File: config.mk
export PLATFORM = sky130hd
export DESIGN_NAME = steer4_select
export DESIGN_NICKNAME = d
export VERILOG_FILES = /design/src/rtl/steer4_pkg.sv /design/src/rtl/steer4_fsm.sv /design/src/rtl/steer4_capture.sv /design/src/rtl/steer4_route.sv /design/src/rtl/steer4_select.sv
export SDC_FILE = /design/constraint.sdc
export NUM_CORES = 1
export LEC_CHECK = 0
export ABC_AREA = 1
export BUFFER_PORTS_ARGS = -buffer_cell sky130_fd_sc_hd__buf_4
export CELL_PAD_IN_SITES_DETAIL_PLACEMENT = 2
export CELL_PAD_IN_SITES_GLOBAL_PLACEMENT = 2
export CORE_AREA = 2 2 39 41
export CTS_CLUSTER_DIAMETER = 50
export DETAILED_ROUTE_END_ITERATION = 7
export DIE_AREA = 0 0 41 43
export PLACE_DENSITY_LB_ADDON = 0.1
export SLEW_MARGIN = 20
export SYNTH_ARGS = -nofsm -noshare
export SYNTH_HDL_FRONTEND = slang
export SYNTH_SLANG_ARGS = --single-unit
File: constraint.sdc
create_clock -name clk -period 0.9 [get_ports clk]
set_input_delay 0.18 -clock clk [delete_from_list [all_inputs] [get_ports clk]]
set_output_delay 0.18 -clock clk [all_outputs]
set_load 0.05 [all_outputs]
File: src/rtl/steer4_pkg.sv
// Shared types for the four-phase condition-steered router.
package steer4_pkg;

    // Control phase of one handshake.
    typedef enum logic [1:0] {
        PH_IDLE  = 2'd0,   // waiting for a request level
        PH_FWD   = 2'd1,   // request forwarded on the chosen branch
        PH_DRAIN = 2'd2    // request withdrawn, waiting for the branch ack to drop
    } phase_t;

endpackage

File: src/rtl/steer4_fsm.sv
// Handshake phase sequencer.
// Moves through idle -> forward -> drain -> idle, one step per sampled
// level change. Assumes the inputs have already been synchronised to clk.
module steer4_fsm
    import steer4_pkg::*;
(
    input  logic   clk,
    input  logic   rst_n,
    input  logic   req_in,
    input  logic   ack_sel,
    output phase_t phase,
    output logic   accept
);

    phase_t phase_nx;

    // Accept a request only from idle.
    assign accept = (phase == PH_IDLE) && req_in;

    // Next-phase decode.
    always_comb begin
        phase_nx = phase;
        unique case (phase)
            PH_IDLE:  if (req_in)   phase_nx = PH_FWD;
            PH_FWD:   if (!req_in)  phase_nx = PH_DRAIN;
            PH_DRAIN: if (!ack_sel) phase_nx = PH_IDLE;
            default:                phase_nx = PH_IDLE;
        endcase
    end

    // Phase register with synchronous reset.
    always_ff @(posedge clk) begin
        if (!rst_n) phase <= PH_IDLE;
        else        phase <= phase_nx;
    end

endmodule

File: src/rtl/steer4_capture.sv
// Condition holder.
// Loads the branch condition only when the sequencer accepts a request,
// and keeps it through the whole handshake.
module steer4_capture (
    input  logic clk,
    input  logic rst_n,
    input  logic accept,
    input  logic cond_in,
    output logic sel
);

    // Capture on accept, hold otherwise.
    always_ff @(posedge clk) begin
        if (!rst_n)      sel <= 1'b0;
        else if (accept) sel <= cond_in;
    end

endmodule

File: src/rtl/steer4_route.sv
// Branch router.
// Drives the request of the captured branch while forwarding, and picks
// that branch's acknowledge for the merged upstream acknowledge.
// Purely combinational; relies on phase/sel being registered.
module steer4_route
    import steer4_pkg::*;
(
    input  phase_t phase,
    input  logic   sel,
    input  logic   ack_true,
    input  logic   ack_false,
    output logic   req_true,
    output logic   req_false,
    output logic   ack_sel,
    output logic   ack_up
);

    logic fwd;
    logic busy;

    // Request steering and acknowledge selection.
    always_comb begin
        fwd       = (phase == PH_FWD);
        busy      = (phase != PH_IDLE);
        req_true  = fwd &&  sel;
        req_false = fwd && !sel;
        ack_sel   = sel ? ack_true : ack_false;
        ack_up    = busy && ack_sel;
    end

endmodule

File: src/rtl/steer4_select.sv
// Four-phase condition-steered request router (top).
// Sends each return-to-zero handshake to the true or false branch, chosen
// by the condition sampled when the request is accepted. Handshake wires
// are levels sampled on clk; reset is synchronous, active low.
module steer4_select
    import steer4_pkg::*;
(
    input  logic clk,
    input  logic rst_n,
    input  logic req_in,
    input  logic cond_in,
    output logic ack_up,
    output logic req_true,
    input  logic ack_true,
    output logic req_false,
    input  logic ack_false
);

    phase_t phase;
    logic   accept;
    logic   sel;
    logic   ack_sel;

    steer4_fsm u_fsm (
        .clk     (clk),
        .rst_n   (rst_n),
        .req_in  (req_in),
        .ack_sel (ack_sel),
        .phase   (phase),
        .accept  (accept)
    );

    steer4_capture u_cap (
        .clk     (clk),
        .rst_n   (rst_n),
        .accept  (accept),
        .cond_in (cond_in),
        .sel     (sel)
    );

    steer4_route u_route (
        .phase     (phase),
        .sel       (sel),
        .ack_true  (ack_true),
        .ack_false (ack_false),
        .req_true  (req_true),
        .req_false (req_false),
        .ack_sel   (ack_sel),
        .ack_up    (ack_up)
    );

endmodule

-- Word level (Yosys, flattened, before mapping)
Cells that the tools add are included.
- register bits: 3
- input bits: 6
- eq/ne operators: 5
- muxes and demuxes: 5
- reduce and logical (&&, ||, !) cells: 8
- operators by type and width (kind ; number):
    2-to-1 mux 2 bit ; 3
    inequality test 2 bit (second input constant) ; 3
    one-hot mux 2 bit (3 select lines) ; 1
    logical AND 1 bit ; 4
    AND reduction 3 bit ; 1
    == test 2 x 1 -> 1 bit (second input constant) ; 1
    == test 2 bit (second input constant) ; 1
    logical NOT 2 bit ; 1
    nonzero test 2 bit ; 1
    logical NOT 1 bit ; 1
    2-to-1 mux 1 bit ; 1

-- Depth between registers and ports, before layout
Gate-level depths: netlist of run 1.
- word-level depth: 3
- depth in mapped cells: 5
- gate-level depth less buffers: 5

-- Modules after synthesis
From an unflattened synthesis of run 1, not the netlist that was laid out.
- cell total of the unflattened synthesis: 29
- area total of the unflattened synthesis: 180.2 sq um
- by module, submodules not included (module ; instances ; cells each ; area each (sq um) ; seq. area each (sq um)):
    steer4_fsm ; 1 ; 11 ; 83.8 ; 40.0
    steer4_route ; 1 ; 12 ; 55.1 ; 0.0
    steer4_capture ; 1 ; 6 ; 41.3 ; 20.0

-- Worst setup path after synthesis of run 1
Ideal clock, no wire load.
- path type: register -> output
- start: register u_cap.sel
- end: output port ack_up
- arrival time: 1.200 ns
- required time: 0.720 ns
- path slack: -0.480 ns
- cell stages (with the launch flop): 3
- buffers on the path: 0
- cell sequence: dfxtp_1 -> nand2_1 -> a21oi_1
- cells in the longest elaborated chain, start to end: 2
- RTL lines (item ; line ; RTL):
    start, declared ; steer4_capture.sv:9 ; output logic sel
    start signal, assigned ; steer4_capture.sv:15 ; else if (accept) sel <= cond_in;
    2-to-1 mux 1 bit ; steer4_route.sv:27 ; ack_sel = sel ? ack_true : ack_false;
    logical AND 1 bit ; steer4_route.sv:28 ; ack_up = busy && ack_sel;
    end, declared ; steer4_select.sv:12 ; output logic ack_up,
Every way passes these cells.

-- Final worst setup path of run 1
- start: register u_fsm.phase[0]
- end: output port req_true
- cells in the longest elaborated chain, start to end: 2
- RTL lines (item ; line ; RTL):
    start, declared ; steer4_fsm.sv:11 ; output phase_t phase,
    start signal, assigned ; steer4_fsm.sv:34 ; else phase <= phase_nx;
    == test 2 x 1 -> 1 bit ; steer4_route.sv:23 ; fwd = (phase == PH_FWD);
    logical AND 1 bit ; steer4_route.sv:25 ; req_true = fwd && sel;
    end, declared ; steer4_select.sv:13 ; output logic req_true,
Every way passes these cells.

==> results of run 1 <==
per-stage QoR:
stage	power, mW	setup TNS, ps	util [%]	setup WS (ps)	std cells
6_report	0.5257	-852.1	27.40	-291.9	59
5_1_grt	0.5670	-1125	27.40	-356.2	59
4_1_cts	0.5410	-925.3	26.85	-316.2	59
3_5_place_dp	0.2816	-449.1	22.51	-148.3	56
3_3_place_gp	0.2768	-364.7	22.51	-135.1	56
2_1_floorplan	0.2202	-275.6	-	-101.4	26
how the worst max path moves through the flow:
stage,start,end,cells after the start
after floorplan,u_fsm.phase[0],req_false,4
after global placement,u_fsm.phase[1],ack_up,4
after detailed placement,u_fsm.phase[1],ack_up,4
after CTS,u_fsm.phase[0],req_true,5
after global routing,u_fsm.phase[0],req_true,5
final,u_fsm.phase[0],req_true,5
flip-flops by register name, indices dropped and copies added, names as in the netlist:
signal       flops
u_fsm.phase      2
u_cap.sel        1
cell type report:
type                       instances  share of cell area (%)
clock buffer                       4                   6.931
inverter                           6                   6.601
multi-input combinational         17                   32.34
sequential                         3                   18.15
tap                               16                   5.281
timing repair buffer              13                   30.69
worst min-delay path, delay by kind of cell:
family	cells	cell delay, ps
buffers and inverters	2	130
AOI/OAI and AO/OA	1	100
timing repair:
action / CTS / global route
gates resized for setup: 13 / 2
pin swaps: 3 / 0
hold buffers: 0 / 0
endpoints found under the setup margin: 4 / 5
cells in the final DEF, fill, tap and decap left out, types with 2 or more instances in the layout:
| cell type | n |
|---|---|
| inv_2 | 2 |
| dfxtp_4 | 2 |
| inv_1 | 3 |
| buf_6 | 3 |
| nand2_1 | 4 |
| clkbuf_4 | 3 |
| nor2_4 | 3 |
| nand2_2 | 2 |
| buf_4 | 9 |
kinds of logic after synthesis:
kind of cell / after synthesis / share of synthesized area, %
flops: 3 / 39.35
compound gates: 3 / 9.833
buf+inv: 6 / 14.75
simple gates: 14 / 36.06
power groups by stage:
stage / logic [mW] / clock network [mW] / registers, mW
after CTS: 0.140 / 0.252 / 0.149
after global routing: 0.152 / 0.265 / 0.150
after floorplan: 0.0690 / 0 / 0.151
final: 0.142 / 0.235 / 0.149
after detailed placement: 0.130 / 0 / 0.152
after global placement: 0.126 / 0 / 0.151
per-layer routing:
metal | up-vias | global-route usage, % | routed length (microns)
met5 | - | 0 | 0
met4 | 0 | 8.000 | 0
met3 | 0 | 3.141 | 27
met2 | 6 | 13.44 | 349
met1 | 101 | 6.051 | 170
li1 | 111 | - | -
==> impl_metrics.csv, run 1 <==
group,metric,value,unit
finish,nFillCells,171,
power,p_int,0.3713,mW
drt,first_iter_violations,1,
yosys,ys_async_sr_fraction,0,%
yosys,syn-mean-instance-area,5.871,sq um
timing,holdWs,214.2,ps
drt,wl,547,microns
timing,worst-slew-pin-transition,209.0,ps
power,peakVddDrop,434.7,uV
global_route,first_global_vias,242,
timing,fin_ws,-291.9,ps
finish,final_area,379.1,sq um
timing,fin_crit,1192,ps
drt,drtAntennaViolNets,0,
worst_setup_path,ff2ff_path_depth,5,
yosys,synth_top_cell_area_share,39.34,%
hold_path,whs_endpoint,"u_fsm.phase[1]",
clocking,clk_pin_slew,40,ps
yosys,yosys.area.top_type,"dfxtp_1",
finish,drive_gt1_share,72.09,%
yosys,synth-main-ff-cell,"dfxtp_1",
floorplanning,coreArea,0.001384,sq mm
worst_setup_path,start_kind,"flip-flop",
finish,multi_input_area,122.6,sq um
power,netSwitchingFraction,29.38,%
global_route,grt_max_degree,5,
timing,fmax,0.8390,GHz
place,dpl-instance-area,311.5,sq um
timing,skew,0.6213,ps
place,gp_congestion,0.6670,
hold_path,min_from,"rst_n",
floorplanning,num_rows,14,
drt,avgViaCountPerCell,3.695,
yosys,syn_inst,26,
status,outcome,"complete, but fails checks",
worst_setup_path,slowest_stage,"dfxtp_2",
floorplanning,pin_count,9,
power,switchingPower,0.1544,mW
clocking,cts_root_buffer,"clkbuf_4",
place,dp_hpwl,497.9,microns
power,p_leak,0.1674,nW
floorplanning,die_area,0.001763,sq mm
timing,fin_crit_sh,132.4,%
yosys,netlist_area,152.6,sq um
drt,drt-wirelength-per-cell,9.271,microns
global_route,grt_pass1_wl,855,microns
finish,antenna_cells,0,
yosys,synth-edff-count,0,
yosys,syn-num-nets,32,
timing,setup_viol_count_final,3,
worst_setup_path,crit_path_end_kind,"output port",
clocking,htreeDepth,1,
worst_setup_path,path_buf_inv,3,
global_route,antenna_found_initial,0,
finish,seqCellArea,68.82,sq um
drt,vias,218,
drt,first_pass_iters,2,
clocking,clock_path_buffers,2,
worst_setup_path,r2r_start,"u_cap.sel",
flow_run,drv_cap,0,
power,power_frac_comb,27.0,%
timing,maxSlewHeadroom,86.05,%
floorplanning,die_w,41,microns
worst_setup_path,r2r_end,"u_fsm.phase[1]",
drt,drc_errors,0,
floorplanning,die_h,43,microns
worst_setup_path,slowest_delay,340,ps
power,powerDensity,1387,mW/mm^2
clocking,clk_latency,230,ps
floorplanning,start_util,11.03,%
worst_setup_path,critPathKind,"reg2out",
worst_setup_path,path_cells,"inv_2 > nor2_4 > inv_2 > nor2_4 > buf_6",
clocking,post_cts_buffers,0,
clocking,clkSinkCount,3,
global_route,grt_usage,8.008,%
timing,final_max_slew_viol_count,0,
power,clkPwrFrac,44.8,%
timing,rsz0062_at_grt,"yes",
power,pwr-share-seq,28.3,%
timing,report.final.hold_viol_count,0,
finish,nets,50,
clocking,cts_tree,"built",
yosys,post-synth-top-count-cell,"nand2_1",
yosys,synthTopCellsByCount,"nand2_1 (7), inv_1 (6), nor2_1 (5), a21oi_1 (3), dfxtp_1 (3)",
worst_setup_path,worstPathRequired,720,ps
yosys,synth_area_leaders,"dfxtp_1 (39%), nand2_1 (17%), inv_1 (15%), nor2_1 (12%), a21oi_1 (9.8%)",
yosys,yosysSeqAreaShare,39.34,%
yosys,yosys_warnings,0,
yosys,yosysUniqueCellTypes,7,
worst_setup_path,crit_path_max_fanout,3,
hold_path,hold_class,"in2reg",
status,violations,"negative setup slack",
worst_setup_path,r2r_slack,20,ps
yosys,yosys_register_bits,3,
clocking,cts_buffers,3,
global_route,grt_overflow_total,0,
finish,area_growth,148.4,%
hold_path,whs_path_depth,3,
worst_setup_path,cp_top_family,"flip-flops",
worst_setup_path,cp.arrival,1010,ps
place,portBuffers,8,
Power figures use the tool's default switching activity.
==> run 2: changes to the inputs <==
TNS_END_PERCENT = 50   (was unset)
==> run 2 against run 1 <==
The run still ends with negative setup slack left; total power is 0.14% higher; combinational power is 5% lower; clock power is 2% higher; cell count stayed put; non-clock buffer count stayed put; first-iteration DRC count is 100% lower; register-to-register slack worse by 60 ps; clock skew hardly changed; sequential share of layout area is 0.69 points lower; die area stayed put; critical endpoint unchanged; largest cell class is now non-clock buffers; highest routed layer is now met4.
==> impl_metrics.csv, run 2 (synthesis results as in run 1) <==
group,metric,value,unit
status,outcome,"complete, but fails checks",
status,violations,"negative setup slack",
clocking,clock_path_buffers,2,
clocking,clk_pin_slew,40,ps
timing,setup_tns,-951.7,ps
drt,drtAntennaViolNets,0,
worst_setup_path,start_kind,"flip-flop",
global_route,grt_max_degree,5,
floorplanning,pin_count,9,
worst_setup_path,crit_path_max_fanout,3,
power,peakVddDrop,601.4,uV
floorplanning,die_h,43,microns
worst_setup_path,worstPathRequired,720,ps
drt,first_pass_iters,1,
clocking,cts_buffers,3,
power,power_frac_comb,25.7,%
clocking,htreeDepth,1,
power,powerDensity,1441,mW/mm^2
place,portBuffers,8,
timing,report.final.hold_viol_count,0,
floorplanning,num_rows,14,
finish,antenna_cells,0,
timing,worst-slew-pin-transition,207.0,ps
drt,first_iter_violations,0,
power,netSwitchingFraction,29.30,%
worst_setup_path,cp_top_family,"flip-flops",
timing,final_max_slew_viol_count,0,
finish,nets,50,
clocking,clkSinkCount,3,
finish,layoutNonFillerInstCount,59,
power,pwr-share-seq,29.0,%
flow_run,drv_cap,0,
timing,setup_viol_count_final,4,
worst_setup_path,path_cells,"inv_2 > nor2_4 > inv_2 > nor2_4 > buf_8",
place,gp_congestion,0.6155,
finish,largest_reg_flops,2,
global_route,grt_usage,7.816,%
drt,wl,523,microns
floorplanning,coreArea,0.001384,sq mm
timing,fin_crit_sh,134.4,%
worst_setup_path,crit_path_end_kind,"output port",
finish,top_register,"u_fsm.phase",
finish,drive_gt1_share,65.12,%
power,p_leak,0.1658,nW
timing,fin_crit,1210,ps
hold_path,hold_class,"in2reg",
drt,vias,223,
worst_setup_path,slowest_stage,"dfxtp_2",
global_route,antenna_found_initial,0,
drt,avgViaCountPerCell,3.780,
worst_setup_path,slowest_delay,350,ps
finish,reg.largest.list,"u_fsm.phase x2, u_cap.sel x1",
worst_setup_path,cp.arrival,1030,ps
floorplanning,start_util,11.03,%
finish,area_growth,139.3,%
finish,final_cell_mix,"buf_4 (10), nand2_1 (6)",
floorplanning,die_w,41,microns
global_route,first_global_vias,222,
global_route,grt_overflow_total,0,
floorplanning,die_area,0.001763,sq mm
place,placed_cells,55,
timing,fin_ws,-309.6,ps
drt,drc_errors,0,
timing,fmax,0.8267,GHz
timing,skew,0.9134,ps
power,p_int,0.3722,mW
power,clkPwrFrac,45.4,%
global_route,grt_pass1_wl,841,microns
drt,drt-wirelength-per-cell,8.864,microns
timing,rsz0062_at_grt,"yes",
worst_setup_path,path_buf_inv,3,
timing,maxSlewHeadroom,86.18,%
finish,final_common_cell,"buf_4",
finish,utilization,26.40,%
clocking,cts_root_buffer,"clkbuf_4",
place,dp_hpwl,482,microns
power,switchingPower,0.1543,mW
worst_setup_path,critPathKind,"reg2out",
clocking,cts_tree,"built",
clocking,clk_latency,240,ps
run 2: cell counts in the layout (fill, tap and decap cells not counted):
Identical to the previous run, type by type.
run 2: metal layers:
layer | vias up | routed length (microns) | global-route usage [%]
met5 | - | 0 | 0
met4 | 0 | 27 | 8.000
met3 | 3 | 25 | 3.141
met2 | 9 | 297 | 12.50
met1 | 101 | 172 | 6.390
li1 | 110 | - | -
run 2: timing repair:
item / CTS / global route
buffers inserted: 1 / 0
hold buffers: 0 / 0
endpoints found under the setup margin: 4 / 5
gates resized for setup: 8 / 2
pin swaps: 2 / 0
run 2: metrics by stage:
| stage | area [sq um] | setup slack, ps | power, mW | hold WS [ps] |
|---|---|---|---|---|
| after global routing | 365.4 | -385.6 | 0.5766 | 216.9 |
| after global placement | 304.0 | -138.9 | 0.2727 | 446.9 |
| final | 365.4 | -309.6 | 0.5265 | 207.7 |
| after CTS | 357.8 | -329.2 | 0.5387 | 211.2 |
| after detailed placement | 304.0 | -144.1 | 0.2771 | 460.3 |
| after floorplan | 186.4 | -101.4 | 0.2202 | 312.0 |
run 2: path summary, 6_finish.rpt:
kind / startpoint / end / slack, ps / cells past startpoint
worst min register to register: u_cap.sel / u_cap.sel / 500 / 2
worst max-delay path: u_fsm.phase[0] / req_true / -310 / 5
worst min-delay path: rst_n / u_cap.sel / 210 / 3
worst max register to register: u_cap.sel / u_fsm.phase[1] / -40 / 5
run 2: power by group through the flow:
stage          clock network [mW]  registers, mW  logic, mW
6_report                    0.239          0.153      0.135
5_1_grt                     0.278          0.153      0.145
4_1_cts                     0.252          0.152      0.134
3_5_place_dp                    0          0.152      0.125
3_3_place_gp                    0          0.151      0.122
2_1_floorplan                   0          0.151     0.0690
run 2: final cells by class:
class	instances	area, sq um
fillers	170	1018
flip-flops and latches	3	63.81
clock buffers	4	26.28
multi-input cells	17	113.9
well taps	16	20.02
repair buffers	13	116.4
inverters	6	25.02
run 2: worst min-delay path, delay by kind of cell:
kind / cells / cell delay, ps
buf+inv: 2 / 120
compound gates: 1 / 100
